### src/rtl/apb_split_pkg.sv
package apb_split_pkg;
  typedef enum logic [1:0] {
    FWD_IDLE   = 2'd0,
    FWD_SETUP  = 2'd1,
    FWD_ACCESS = 2'd2
  } fwd_state_e;
endpackage

### src/rtl/apb_reg_bank.sv
module apb_reg_bank #(
  parameter int LOC_W    = 12,
  parameter int DATA_W   = 32,
  parameter int NUM_REGS = 4
) (
  input  logic              clk,
  input  logic              rst_n,
  input  logic              acc,
  input  logic              wr,
  input  logic [LOC_W-1:0]  addr,
  input  logic [DATA_W-1:0] wdata,
  input  logic [DATA_W/8-1:0] strb,
  output logic [DATA_W-1:0] rdata
);
  localparam int STRB_W   = DATA_W / 8;
  localparam int BYTE_LSB = $clog2(STRB_W);
  localparam int IDX_W    = (NUM_REGS > 1) ? $clog2(NUM_REGS) : 1;
  localparam int UP_LSB   = BYTE_LSB + IDX_W;

  logic [NUM_REGS-1:0][DATA_W-1:0] regs;
  logic [NUM_REGS-1:0]             sel;
  logic [IDX_W-1:0]                idx;
  logic                            aligned, upper_zero, hit, full;

  assign idx        = addr[BYTE_LSB +: IDX_W];
  assign aligned    = (addr[BYTE_LSB-1:0] == '0);
  assign upper_zero = (addr[LOC_W-1:UP_LSB] == '0);
  assign full       = &strb;

  for (genvar i = 0; i < NUM_REGS; i++) begin : g_sel
    assign sel[i] = aligned && upper_zero && (idx == IDX_W'(i));
  end

  assign hit = |sel;

  always_ff @(posedge clk) begin
    if (!rst_n) begin
      regs <= '0;
    end else begin
      for (int i = 0; i < NUM_REGS; i++) begin
        if (acc && wr && full && sel[i]) regs[i] <= wdata;
      end
    end
  end

  always_comb begin
    rdata = '0;
    for (int i = 0; i < NUM_REGS; i++) begin
      if (sel[i]) rdata = regs[i];
    end
  end


  partial_strb_hold_chk: assert property (@(posedge clk) disable iff (!rst_n)
    (acc && wr && !full) |=> $stable(regs));


  reserved_wr_drop_chk: assert property (@(posedge clk) disable iff (!rst_n)
    (acc && wr && !hit) |=> $stable(regs));


  reserved_rd_zero_chk: assert property (@(posedge clk) disable iff (!rst_n)
    (acc && !hit) |-> (rdata == '0));
endmodule

### src/rtl/apb_fwd_fsm.sv
module apb_fwd_fsm
  import apb_split_pkg::*;
#(
  parameter int LOC_W  = 12,
  parameter int DATA_W = 32
) (
  input  logic                clk,
  input  logic                rst_n,
  input  logic                start,
  input  logic [LOC_W-1:0]    addr,
  input  logic                wr,
  input  logic [DATA_W-1:0]   wdata,
  input  logic [DATA_W/8-1:0] strb,
  input  logic                dn_ready,
  output logic                dn_sel,
  output logic                dn_enable,
  output logic [LOC_W-1:0]    dn_addr,
  output logic                dn_write,
  output logic [DATA_W-1:0]   dn_wdata,
  output logic [DATA_W/8-1:0] dn_strb,
  output logic                done
);
  fwd_state_e state;

  always_ff @(posedge clk) begin
    if (!rst_n) begin
      state    <= FWD_IDLE;
      dn_addr  <= '0;
      dn_write <= 1'b0;
      dn_wdata <= '0;
      dn_strb  <= '0;
    end else begin
      unique case (state)
        FWD_IDLE: begin
          if (start) begin
            state    <= FWD_SETUP;
            dn_addr  <= addr;
            dn_write <= wr;
            dn_wdata <= wdata;
            dn_strb  <= strb;
          end
        end
        FWD_SETUP:  state <= FWD_ACCESS;
        FWD_ACCESS: if (dn_ready) state <= FWD_IDLE;
        default:    state <= FWD_IDLE;
      endcase
    end
  end

  assign dn_sel    = (state != FWD_IDLE);
  assign dn_enable = (state == FWD_ACCESS);
  assign done      = (state == FWD_ACCESS) && dn_ready;


  setup_to_access_chk: assert property (@(posedge clk) disable iff (!rst_n)
    (dn_sel && !dn_enable) |=> (dn_sel && dn_enable));


  wait_hold_chk: assert property (@(posedge clk) disable iff (!rst_n)
    (dn_enable && !dn_ready) |=> (dn_enable && $stable(dn_addr) && $stable(dn_wdata) && $stable(dn_strb)));


  release_after_done_chk: assert property (@(posedge clk) disable iff (!rst_n)
    (dn_enable && dn_ready) |=> !dn_sel);


  start_only_on_setup_chk: assert property (@(posedge clk) disable iff (!rst_n)
    $rose(dn_sel) |-> $past(start));
endmodule

### src/rtl/apb_split_fwd.sv
module apb_split_fwd #(
  parameter int ADDR_W   = 13,
  parameter int DATA_W   = 32,
  parameter int NUM_REGS = 4
) (
  input  logic                clk,
  input  logic                rst_n,
  input  logic                up_sel,
  input  logic                up_enable,
  input  logic [ADDR_W-1:0]   up_addr,
  input  logic                up_write,
  input  logic [DATA_W-1:0]   up_wdata,
  input  logic [DATA_W/8-1:0] up_strb,
  output logic [DATA_W-1:0]   up_rdata,
  output logic                up_ready,
  output logic                up_err,
  output logic                dn_sel,
  output logic                dn_enable,
  output logic [ADDR_W-2:0]   dn_addr,
  output logic                dn_write,
  output logic [DATA_W-1:0]   dn_wdata,
  output logic [DATA_W/8-1:0] dn_strb,
  input  logic [DATA_W-1:0]   dn_rdata,
  input  logic                dn_ready,
  input  logic                dn_err
);
  localparam int LOC_W = ADDR_W - 1;

  logic              is_ext, int_acc, ext_acc, ext_start, fwd_done;
  logic [DATA_W-1:0] bank_rdata;

  assign is_ext    = up_addr[ADDR_W-1];
  assign int_acc   = up_sel && up_enable && !is_ext;
  assign ext_acc   = up_sel && up_enable && is_ext;
  assign ext_start = up_sel && !up_enable && is_ext;

  apb_reg_bank #(
    .LOC_W(LOC_W), .DATA_W(DATA_W), .NUM_REGS(NUM_REGS)
  ) u_bank (
    .clk   (clk),
    .rst_n (rst_n),
    .acc   (int_acc),
    .wr    (up_write),
    .addr  (up_addr[LOC_W-1:0]),
    .wdata (up_wdata),
    .strb  (up_strb),
    .rdata (bank_rdata)
  );

  apb_fwd_fsm #(
    .LOC_W(LOC_W), .DATA_W(DATA_W)
  ) u_fwd (
    .clk       (clk),
    .rst_n     (rst_n),
    .start     (ext_start),
    .addr      (up_addr[LOC_W-1:0]),
    .wr        (up_write),
    .wdata     (up_wdata),
    .strb      (up_strb),
    .dn_ready  (dn_ready),
    .dn_sel    (dn_sel),
    .dn_enable (dn_enable),
    .dn_addr   (dn_addr),
    .dn_write  (dn_write),
    .dn_wdata  (dn_wdata),
    .dn_strb   (dn_strb),
    .done      (fwd_done)
  );

  always_comb begin
    up_ready = 1'b0;
    up_err   = 1'b0;
    up_rdata = '0;
    if (int_acc) begin
      up_ready = 1'b1;
      up_rdata = bank_rdata;
    end else if (ext_acc && fwd_done) begin
      up_ready = 1'b1;
      up_err   = dn_err;
      up_rdata = dn_rdata;
    end
  end


  internal_stays_local_chk: assert property (@(posedge clk) disable iff (!rst_n)
    (up_sel && !is_ext) |-> !dn_sel);


  zero_wait_chk: assert property (@(posedge clk) disable iff (!rst_n)
    (up_sel && !up_enable && !is_ext) |=> (!up_enable || up_ready));


  err_source_chk: assert property (@(posedge clk) disable iff (!rst_n)
    up_err |-> (dn_err && dn_enable && is_ext));


  ext_ready_follows_chk: assert property (@(posedge clk) disable iff (!rst_n)
    (up_ready && is_ext) |-> (dn_ready && dn_enable));
endmodule

### config.mk
export PLATFORM = sky130hd
export DESIGN_NAME = apb_split_fwd
export DESIGN_NICKNAME = d
export VERILOG_FILES = /design/src/rtl/apb_split_pkg.sv /design/src/rtl/apb_reg_bank.sv /design/src/rtl/apb_fwd_fsm.sv /design/src/rtl/apb_split_fwd.sv
export SDC_FILE = /design/constraint.sdc
export NUM_CORES = 1
export LEC_CHECK = 0
export ABC_AREA = 1
export BUFFER_PORTS_ARGS = -buffer_cell sky130_fd_sc_hd__buf_2
export CELL_PAD_IN_SITES_DETAIL_PLACEMENT = 2
export CELL_PAD_IN_SITES_GLOBAL_PLACEMENT = 2
export CORE_UTILIZATION = 30
export DETAILED_ROUTE_END_ITERATION = 12
export HOLD_SLACK_MARGIN = 0.12
export PLACE_DENSITY_LB_ADDON = 0.1
export SYNTH_ARGS = -nofsm -noshare
export SYNTH_HDL_FRONTEND = slang
export SYNTH_SLANG_ARGS = --single-unit
### constraint.sdc
create_clock -name clk -period 1.75 [get_ports clk]
set_input_delay 0.175 -clock clk [delete_from_list [all_inputs] [get_ports clk]]
set_output_delay 0.175 -clock clk [all_outputs]
set_load 0.02 [all_outputs]
==> results_dict.tcl <==
set metrics [dict create \
    cp_cell_sequence "inv_2 -> nor2_4 -> nand4_1 -> clkinv_4 -> clkbuf_16 -> nand2_2 -> nand2_2 -> buf_6" \
    cp.arrival_ps 1740 \
    worst_slew_pin_slew_ps 747 \
    fin_crit_ps 1920 \
    cp-startpoint "u_fwd.state[1]" \
    cts_inserted_buffers 17 \
    cts_sinks 179 \
    crit_family "buffers and inverters" \
    finalHoldViolations 0 \
    power.density_mw_per_mm2 844 \
    max_cap_violations 0 \
    grt_overflow 0 \
    worst-path-stages 8 \
    start_util_pct 30.5 \
    total_power_mw 8.78 \
    dp_hpwl_mm 17.5 \
    slew_viol_final 0 \
    p_leak_nw 4.46 \
    finalSetupViolCount 34 \
    grt_max_degree 146 \
    fillCellCount 2762 \
    ys_types 19 \
    timing.rr.start "u_fwd.state[0]" \
    ys_warn_count 0 \
    clk_path_buf_depth 2 \
    status "finished, violations left" \
    die_y_um 159 \
    critPathMaxFanout 6 \
    finalWorstSetupSlack_ps -165 \
    crit_type "register to output port" \
    syn-cell-area_mm2 0.00742 \
    violations "setup timing" \
    vias 7973 \
    fmax_ghz 0.522 \
    worst_setup_path_start_kind "register" \
    dieArea_mm2 0.0254 \
    nNetsFinal 1291 \
    rrSetupSlack_ps 190 \
    syn2layout_area_growth_pct 40.1 \
    first_pass_iters 4 \
    antenna_cells 0 \
    cpPeakStageDelay_ps 340 \
    port_buffers 172 \
    grt_pass1_vias 8662 \
    io_pins 173 \
    worst-r2r-cell-count 6 \
    slowest_stage "dfxtp_2" \
    layout_worst_path_cycle_share_pct 109 \
    ys_top_cells_by_area "dfxtp_1, a21oi_1, o21ai_0, nand3_1, nand2_1" \
    cp-endpoint "up_rdata[29]" \
    synth_area_per_cell_um2 7.38 \
    reg2reg_to "u_fwd.dn_wdata[11]" \
    wl_per_cell_um 19.2 \
    critical_path_required_ps 1570 \
    synth_top_area_share_pct 48.3 \
    grt_usage_pct 23.1 \
    clockRootBuffer "clkbuf_16" \
    ir_drop_mv 0.630 \
    synth_top_area_cell "dfxtp_1" \
    gp_routability_congestion 0.698 \
    rsz0062_at_grt "yes" \
    grt_pass1_wl_mm 46.4 \
    drc 0 \
    clock_skew_ps 14.8 \
    drt_iter0_markers 280 \
    max-slew-margin-rel_pct 49.9 \
    cts.clk_slew.worst_paths_ps 60 \
    cts_tree "yes" \
    insertion_delay_ps 440 \
    ys_seq_area_share_pct 48.3 \
    drive_above_1_share_pct 25.4 \
    cp-end-kind "output port" \
    synthesis.nets 1093 \
    fin_util_pct 42.8 \
    syn_inst 1005 \
    die_x_um 159 \
    htreeDepth 4 \
    viasPerCell 5.18 \
    std_cell_rows 57 \
    antenna_found_initial 0 \
    ant_nets 0 \
    path_buf_inv 4 \
    synth-seq-cells 179 \
    crit_top_cell "nand2_2" \
    holdCritPathClass "primary input to register" \
    min_from "up_addr[3]" \
    core-area_mm2 0.0243 \
    routed_wirelength_mm 29.5 \
]
==> Yosys cell counts <==
master / number
nor3_2: 1
nor3_1: 1
clkinv_1: 1
nor2_1: 39
nand2_1: 171
clkbuf_1: 39
inv_1: 48
a21oi_1: 165
nand3_1: 129
nor2_4: 4
o21ai_0: 133
buf_1: 6
dfxtp_1: 179
buf_2: 40
o21bai_1: 1
o21ai_1: 12
nand4_1: 34
nor2_2: 1
nand4_2: 1
==> area by class of cell <==
type                            instances  area, um2  area share [%]
Multi-Input combinational cell        692       3470            33.3
Sequential cell                       179       3590            34.5
Clock inverter                         14        151            1.46
Clock buffer                           18        429            4.13
Timing Repair Buffer                  264       2170            20.9
Tap cell                              324        405            3.90
Inverter                               49        189            1.82
==> tightest hold or removal path, delay by kind of cell <==
| kind | cells | cell delay (ps) |
|---|---|---|
| compound gates | 1 | 90 |
| buf+inv | 2 | 300 |
==> metal layers <==
| metal | part of all wire (%) | vias up | GRT usage [%] |
|---|---|---|---|
| li1 | - | 3831 | - |
| met1 | 44 | 3984 | 27.7 |
| met2 | 52 | 136 | 42.6 |
| met3 | 2.6 | 22 | 3.99 |
| met4 | 1.1 | 0 | 5.51 |
| met5 | 0 | - | 0 |
==> where the power goes <==
part | total (mW) | switching [mW] | internal, mW
logic | 0.765 | 0.480 | 0.285
clock network | 3.86 | 1.73 | 2.12
registers | 4.16 | 0.0282 | 4.13
==> cell usage in the layout (no fill, tap or decap) <==
master and count:
dfxtp_1 177, a21oi_1 165, buf_2 137, o21ai_0 133, nand3_1 129, nand2_1 126, dlygate4sd3_1 48, inv_1 46
nand2_2 41, nand4_1 34, nor2_1 33, buf_6 33, buf_4 23, clkbuf_16 19, buf_12 19, o21ai_1 12
nor2_4 10, clkinv_4 4, nand2_4 4, inv_6 4, clkinv_2 3, clkinvlp_4 2, bufinv_16 2, buf_8 2
dfxtp_2 2, inv_2 1, o21bai_1 1, nor2_2 1, nand4_2 1, nor3_4 1, clkinv_1 1, nor3_1 1
clkbuf_1 1
==> kinds of logic (layout without fill, tap and decap cells) <==
family | after synthesis | after routing | synth area share [%]
AO/OA/AOI/OAI | 311 | 311 | 21.0
buffers and inverters | 134 | 345 | 7.45
flip-flops | 179 | 179 | 48.3
AND/OR/NAND/NOR | 381 | 381 | 23.3
==> per-stage QoR <==
step | area [um2] | hold slack [ps] | TNS (ps) | cells | worst slack [ps]
final | 10400 | 189 | -4480 | 1540 | -165
after CTS | 10100 | 157 | -1610 | 1534 | -89.5
after global routing | 10400 | 201 | -6330 | 1540 | -219
after floorplan | 7420 | 310 | 0 | 1005 | 59.1
after detailed placement | 8870 | 430 | 0 | 1452 | 9.41
after global placement | 8870 | 419 | 0 | 1452 | 58.2
==> repair_timing <==
action | 4_1_cts | 5_1_grt
cloned | 0 | 3
hold endpoints to repair | 161 | 0
hold buffers | 48 | 0
pin swaps | 4 | 21
endpoints found under the setup margin | 32 | 32
gates resized for setup | 67 | 61
setup buffers | 2 | 3
==> state kept, by name, summed over array words and instances (netlist names) <==
register        count
u_bank.regs       128
u_fwd.dn_wdata     32
u_fwd.dn_addr      12
u_fwd.dn_strb       4
u_fwd.state         2
u_fwd.dn_write      1
==> worst min-delay path by stage <==
stage / to / slack (ps) / depth (start not counted)
floorplan: u_fwd.dn_addr[9] / 310 / 2
global placement: u_fwd.dn_addr[11] / 420 / 3
detailed placement: u_fwd.dn_addr[11] / 430 / 3
CTS: u_fwd.dn_addr[3] / 160 / 3
global route: u_fwd.dn_addr[3] / 200 / 3
finish: u_fwd.dn_addr[3] / 190 / 3
No activity file was read; power rests on OpenSTA's default activity.
